==> src/rtl/cfg_stream_pkg.sv <==
package cfg_stream_pkg;
  localparam int unsigned LANES = 8;

  typedef enum logic [1:0] {
    LANES_1 = 2'd0,
    LANES_2 = 2'd1,
    LANES_4 = 2'd2,
    LANES_8 = 2'd3
  } lane_mode_e;

  function automatic logic [3:0] lane_count(lane_mode_e m);
    return 4'd1 << m;
  endfunction
endpackage

==> src/rtl/cfg_word_fetch.sv <==
module cfg_word_fetch #(
  parameter int unsigned ADDR_W = 23,
  parameter int unsigned WORD_W = 16
) (
  input  logic              clk_i,
  input  logic              rst_ni,
  input  logic              load_i,
  input  logic [ADDR_W-1:0] start_addr_i,
  input  logic              req_i,
  input  logic              take_i,
  output logic              mem_rd_o,
  output logic [ADDR_W-1:0] mem_addr_o,
  input  logic [WORD_W-1:0] mem_data_i,
  output logic [WORD_W-1:0] buf_o,
  output logic              buf_vld_o
);
  logic              rd_q, cap_q, vld_q;
  logic [ADDR_W-1:0] addr_q, next_q;
  logic [WORD_W-1:0] buf_q;

  always_ff @(posedge clk_i or negedge rst_ni) begin
    if (!rst_ni) begin
      rd_q   <= 1'b0;
      cap_q  <= 1'b0;
      vld_q  <= 1'b0;
      addr_q <= '0;
      next_q <= '0;
      buf_q  <= '0;
    end else begin
      cap_q <= rd_q;
      if (load_i) begin
        addr_q <= start_addr_i;
        next_q <= start_addr_i + 1'b1;
        rd_q   <= 1'b1;
      end else if (req_i) begin
        addr_q <= next_q;
        next_q <= next_q + 1'b1;
        rd_q   <= 1'b1;
      end else begin
        rd_q <= 1'b0;
      end
      // one-cycle read latency: data lands the cycle after the request
      if (cap_q) begin
        buf_q <= mem_data_i;
        vld_q <= 1'b1;
      end else if (take_i || load_i) begin
        vld_q <= 1'b0;
      end
    end
  end

  assign mem_rd_o   = rd_q;
  assign mem_addr_o = addr_q;
  assign buf_o      = buf_q;
  assign buf_vld_o  = vld_q;

  p_single_read_r2: assert property (@(posedge clk_i) disable iff (!rst_ni)
    (rd_q && !req_i && !load_i) |=> !rd_q);
  p_no_overrun_r2: assert property (@(posedge clk_i) disable iff (!rst_ni)
    cap_q |-> !vld_q);
  p_no_underrun_r2: assert property (@(posedge clk_i) disable iff (!rst_ni)
    take_i |-> vld_q);
endmodule

==> src/rtl/cfg_lane_map.sv <==
module cfg_lane_map
  import cfg_stream_pkg::*;
#(
  parameter int unsigned N_LANES = LANES
) (
  input  logic               clk_i,
  input  logic               rst_ni,
  input  lane_mode_e         mode_i,
  input  logic               active_i,
  input  logic [N_LANES-1:0] grp_i,
  output logic [N_LANES-1:0] data_o
);
  logic [3:0] n_act;
  assign n_act = lane_count(mode_i);

  for (genvar k = 0; k < N_LANES; k++) begin : g_lane
    assign data_o[k] = active_i && (4'(k) < n_act) && grp_i[k];
  end

  p_unused_lane_zero_r5: assert property (@(posedge clk_i) disable iff (!rst_ni)
    (mode_i != LANES_8) |-> (data_o >> n_act) == '0);
endmodule

==> src/rtl/cfg_streamer.sv <==
module cfg_streamer
  import cfg_stream_pkg::*;
#(
  parameter int unsigned ADDR_W = 23,
  parameter int unsigned LEN_W  = 25,
  parameter int unsigned WORD_W = 16
) (
  input  logic              clk_i,
  input  logic              rst_ni,
  input  logic              tick_i,
  input  logic [1:0]        mode_i,
  input  logic              start_i,
  input  logic [ADDR_W-1:0] start_addr_i,
  input  logic [LEN_W-1:0]  len_nib_i,
  output logic              mem_rd_o,
  output logic [ADDR_W-1:0] mem_addr_o,
  input  logic [WORD_W-1:0] mem_data_i,
  output logic [LANES-1:0]  data_o,
  output logic              dclk_o,
  output logic              busy_o,
  output logic              done_o
);
  localparam int unsigned REM_W = LEN_W + 2;
  localparam int unsigned GRP_W = $clog2(WORD_W);

  typedef enum logic [1:0] {ST_IDLE, ST_PRIME, ST_RUN} state_e;

  state_e            state_q;
  lane_mode_e        mode_q;
  logic [REM_W-1:0]  rem_q;
  logic [GRP_W-1:0]  grp_q;
  logic [WORD_W-1:0] sh_q, buf_w;
  logic              dclk_q, done_q, buf_vld;
  logic              load, take, fall, last_pulse, last_grp;
  logic [REM_W-1:0]  n_bits;

  assign n_bits     = REM_W'(lane_count(mode_q));
  assign fall       = (state_q == ST_RUN) && tick_i && dclk_q;
  assign last_pulse = rem_q <= n_bits;
  assign last_grp   = grp_q == GRP_W'((WORD_W >> mode_q) - 1);
  assign load       = (state_q == ST_IDLE) && start_i && (len_nib_i != '0);
  assign take       = ((state_q == ST_PRIME) && buf_vld) ||
                      (fall && !last_pulse && last_grp);

  cfg_word_fetch #(.ADDR_W(ADDR_W), .WORD_W(WORD_W)) u_fetch (
    .clk_i, .rst_ni,
    .load_i      (load),
    .start_addr_i(start_addr_i),
    .req_i       (take),
    .take_i      (take),
    .mem_rd_o    (mem_rd_o),
    .mem_addr_o  (mem_addr_o),
    .mem_data_i  (mem_data_i),
    .buf_o       (buf_w),
    .buf_vld_o   (buf_vld)
  );

  always_ff @(posedge clk_i or negedge rst_ni) begin
    if (!rst_ni) begin
      state_q <= ST_IDLE;
      mode_q  <= LANES_1;
      rem_q   <= '0;
      grp_q   <= '0;
      sh_q    <= '0;
      dclk_q  <= 1'b0;
      done_q  <= 1'b0;
    end else begin
      done_q <= 1'b0;
      unique case (state_q)
        ST_IDLE: if (start_i) begin
          if (len_nib_i == '0) done_q <= 1'b1;
          else begin
            mode_q  <= lane_mode_e'(mode_i);
            rem_q   <= {len_nib_i, 2'b00};
            state_q <= ST_PRIME;
          end
        end
        ST_PRIME: if (buf_vld) begin
          sh_q    <= buf_w;
          grp_q   <= '0;
          state_q <= ST_RUN;
        end
        ST_RUN: if (tick_i) begin
          if (!dclk_q) dclk_q <= 1'b1;
          else begin
            dclk_q <= 1'b0;
            if (last_pulse) begin
              rem_q   <= '0;
              done_q  <= 1'b1;
              state_q <= ST_IDLE;
            end else begin
              rem_q <= rem_q - n_bits;
              if (last_grp) begin
                sh_q  <= buf_w;
                grp_q <= '0;
              end else begin
                sh_q  <= sh_q >> lane_count(mode_q);
                grp_q <= grp_q + 1'b1;
              end
            end
          end
        end
        default: state_q <= ST_IDLE;
      endcase
    end
  end

  cfg_lane_map #(.N_LANES(LANES)) u_lanes (
    .clk_i, .rst_ni,
    .mode_i  (mode_q),
    .active_i(state_q == ST_RUN),
    .grp_i   (sh_q[LANES-1:0]),
    .data_o  (data_o)
  );

  assign dclk_o = dclk_q;
  assign busy_o = state_q != ST_IDLE;
  assign done_o = done_q;

  p_rise_hold_r4: assert property (@(posedge clk_i) disable iff (!rst_ni)
    $rose(dclk_o) |-> $stable(data_o));
  p_high_hold_r4: assert property (@(posedge clk_i) disable iff (!rst_ni)
    dclk_o |=> ($stable(data_o) || !dclk_o));
  p_idle_quiet_r5: assert property (@(posedge clk_i) disable iff (!rst_ni)
    !busy_o |-> (!dclk_o && data_o == '0));
  p_done_pulse_r7: assert property (@(posedge clk_i) disable iff (!rst_ni)
    done_o |=> !done_o);
  p_start_ignored_r8: assert property (@(posedge clk_i) disable iff (!rst_ni)
    (busy_o && start_i) |=> $stable(mode_q));
  p_tick_gate_r10: assert property (@(posedge clk_i) disable iff (!rst_ni)
    !tick_i |=> $stable(dclk_o));
endmodule

==> config.mk <==
export PLATFORM = sky130hd
export DESIGN_NAME = cfg_streamer
export DESIGN_NICKNAME = d
export VERILOG_FILES = /design/src/rtl/cfg_stream_pkg.sv /design/src/rtl/cfg_word_fetch.sv /design/src/rtl/cfg_lane_map.sv /design/src/rtl/cfg_streamer.sv
export SDC_FILE = /design/constraint.sdc
export NUM_CORES = 1
export LEC_CHECK = 0
export BUFFER_PORTS_ARGS = -buffer_cell sky130_fd_sc_hd__buf_2
export CORE_MARGIN = 2
export CORE_UTILIZATION = 40
export CTS_CLUSTER_SIZE = 16
export DETAILED_ROUTE_END_ITERATION = 16
export GPL_TIMING_DRIVEN = 0
export PLACE_DENSITY_LB_ADDON = 0.2
export REMOVE_ABC_BUFFERS = 1
export SETUP_SLACK_MARGIN = 0.3
export SKIP_CTS_REPAIR_TIMING = 1
export SLEW_MARGIN = 30
export SYNTH_ARGS = -nofsm -noshare
export SYNTH_HDL_FRONTEND = slang
export SYNTH_HIERARCHICAL = 1
export SYNTH_SLANG_ARGS = --single-unit
export TNS_END_PERCENT = 30
==> constraint.sdc <==
create_clock -name clk_i -period 4.45 [get_ports clk_i]
set_clock_uncertainty 0.2 [all_clocks]
set_input_delay 0.89 -clock clk_i [delete_from_list [all_inputs] [get_ports clk_i]]
set_output_delay 0.89 -clock clk_i [all_outputs]
set_load 0.02 [all_outputs]
==> flow_summary.json <==
{
  "status": "finished, final reports clean",
  "timing.final.crit_share_pct": 92.0,
  "worstSetupPathType": "register to output port",
  "yosysTopAreaCell": "dfrtp_1",
  "syn2layout_area_growth_pct": 23.1,
  "drt_wl_total_um": 18900,
  "timing.slew.headroom_pct": 33.8,
  "postRouteAntennaNets": 0,
  "final.min_clock_period_ps": 4090,
  "io_buffer_count": 104,
  "rsz0062_at_grt": "yes",
  "most-common-layout-cells": "dfrtp_1 (116), buf_2 (104), nand2_1 (87)",
  "seq_area_frac_synth_pct": 41.1,
  "cp.buffers_inverters": 2,
  "drt-wirelength-per-cell_um": 17.7,
  "grt_overflow": 0,
  "num_rows": 48,
  "slowest_stage": "clkinv_1",
  "worst_path_largest_cell_delay_ps": 870,
  "clock_latency_ps": 420,
  "mostFrequentLayoutCell": "dfrtp_1",
  "maxCapViolations": 0,
  "nFillCells": 1622,
  "worstHoldPathType": "primary input to asynchronous set/reset pin",
  "drive_above_1_share_pct": 28.8,
  "grt_usage_pct": 20.7,
  "syn_area_per_cell_um2": 9.93,
  "path_clk_slew_ps": 60,
  "routabilityCongestion": 0.810,
  "drtIter0Drc": 404,
  "setup_viol_count_final": 0,
  "insertedDiodeCount": 0,
  "die_y_um": 138,
  "power_density_nw_per_um2": 739,
  "finalMaxSlewViolations": 0,
  "synth-seq-cells": 118,
  "synth.top_cells.by_area": "dfrtp_1 (41%), mux2_2 (5.0%), mux2i_1 (4.9%)",
  "fin_setup_tns_ps": 0,
  "worstPathArrival_ps": 3000,
  "die_area_um2": 19000,
  "ys.flop_type": "dfrtp_1",
  "netlist_instances": 723,
  "path_max_fanout": 24,
  "crit_path_end_kind": "output port",
  "cts_root_buffer": "clkbuf_16",
  "synthesis.area_um2": 7180,
  "ioPinCount": 105,
  "synth_edf_count": 0,
  "numCtsBuffers": 17,
  "grt_max_degree": 69,
  "numClockSinks": 118,
  "async_flop_share_pct": 100,
  "placedCellCount": 1023,
  "antenna_found_initial": 0,
  "ir_drop_mv": 0.315,
  "grt_pass1_vias": 6168,
  "synth_top_area_share_pct": 41.1,
  "cts_max_path_buffers": 2,
  "placed_cell_area_um2": 8050,
  "max_freq_mhz": 244,
  "finalHoldViolCount": 0,
  "cts_tree": "built",
  "leakagePower_nw": 3.63,
  "yosys_warnings": 6,
  "cp_cell_sequence": "nand2b_1 > clkinv_1 > and3_2 > buf_2",
  "grt_pass1_wl_um": 30700,
  "ys_types": 79,
  "vias_per_cell": 5.75,
  "hpwl_um": 13100,
  "htree_levels": 4,
  "tightest_slew_ps": 988,
  "stdcell_count": 1065,
  "final_area_um2": 8840,
  "start_util_pct": 41.2,
  "fin_nets": 905,
  "die_w_um": 138,
  "cp-start-kind": "register",
  "cp.required_ps": 3360,
  "num_vias": 6125,
  "drc": 0,
  "core_um2": 17400,
  "first_pass_iters": 5,
  "crit_family": "simple AND/OR/NAND/NOR gates"
}
[per-layer routing]
layer	track usage [%]	part of all wire, %	up-vias	wire length [µm]
met4	6.86	1.6	0	302
met1	25.3	43	2995	8120
met2	35.6	50	189	9420
met5	0	0	-	0
li1	-	-	2918	-
met3	5.48	5.4	23	1020
[area by class of cell]
cell class / count / area [µm²] / area share, %
timing repair buffer: 126 / 823 / 9.31
clock inverter: 12 / 200 / 2.26
clock buffer: 20 / 457 / 5.17
sequential: 118 / 2960 / 33.5
tap: 225 / 282 / 3.18
multi-input combinational: 546 / 4050 / 45.8
inverter: 18 / 67.6 / 0.764
[stage by stage]
stage	hold WS [ps]	power, mW	setup WS (ps)	util, %
3_5_place_dp	165	4.97	-292	46.2
2_1_floorplan	250	4.10	-4050	-
6_report	157	6.53	355	50.8
5_1_grt	174	7.00	203	50.8
4_1_cts	179	6.55	-343	50.0
3_3_place_gp	158	4.83	-6940	44.7
[worst reg2reg max path: stages, from the launching register on]
cell,delay [ps]
dfrtp_1,460
or3b_2,560
a21oi_4,380
buf_8,230
buf_16,180
mux2_2,190
ha_1,220
nand4_1,180
a22oi_2,350
nand4_1,250
nor4_2,350
xnor2_1,170
o211ai_1,100
[sequential cells by signal (all words and copies together) (netlist names)]
register and flops:
dclk_o 1, done_o 1, grp_q 4, mode_q 2
rem_q 27, sh_q 16, state_q 2, u_fetch/buf_o 16
u_fetch/buf_vld_o 1, u_fetch/cap_q 1, u_fetch/mem_addr_o 23, u_fetch/mem_rd_o 1
u_fetch/next_q 23
[power breakdown]
part,internal (mW),switching (mW)
logic,1.33,1.50
clock network,1.02,0.505
registers,1.60,0.576
total,3.95,2.58
[logic make-up after synthesis]
| logic type | synth area share [%] |
|---|---|
| and+or+nand+nor | 19.2 |
| adders and majority gates | 1.50 |
| muxes | 13.7 |
| xor gates and xnor gates | 5.49 |
| buffers and inverters | 3.71 |
| DFF | 41.1 |
| AOI/OAI and AO/OA | 15.3 |
[cell usage after synthesis, types with 6 or more instances]
cell type	count
inv_1	16
a22oi_1	10
clkbuf_1	26
nand3_1	29
ha_1	7
or2_2	6
o2111ai_1	6
mux4_2	8
nor2_1	37
o211ai_1	11
buf_2	6
mux2i_1	35
xor2_1	21
dfrtp_1	118
o21ai_0	39
mux2_2	32
xnor2_1	24
a21oi_1	16
nand4_1	12
mux2_4	6
a22o_1	6
or4_1	13
nand2_1	87
nor3_1	9
nor4_1	12
nand3b_1	12
and4_1	8
[path summary, 6_finish.rpt]
kind | startpoint | end | slack [ps] | cells past startpoint
max | state_q[0]$_DFFE_PN0P_ | data_o[2] | 360 | 4
min | rst_ni | done_o$_DFF_PN0_ | 160 | 1
max reg2reg | state_q[1]$_DFFE_PN0P_ | u_fetch/next_q[22]$_DFFE_PN0P_ | 500 | 12
min reg2reg | u_fetch/mem_rd_o$_DFF_PN0_ | u_fetch/cap_q$_DFF_PN0_ | 180 | 0
max in group asynchronous | rst_ni | u_fetch/next_q[12]$_DFFE_PN0P_ | 3200 | 2
min in group clk_i | u_fetch/mem_rd_o$_DFF_PN0_ | u_fetch/cap_q$_DFF_PN0_ | 180 | 0
Note: power is estimated with default switching activity, not from simulation.
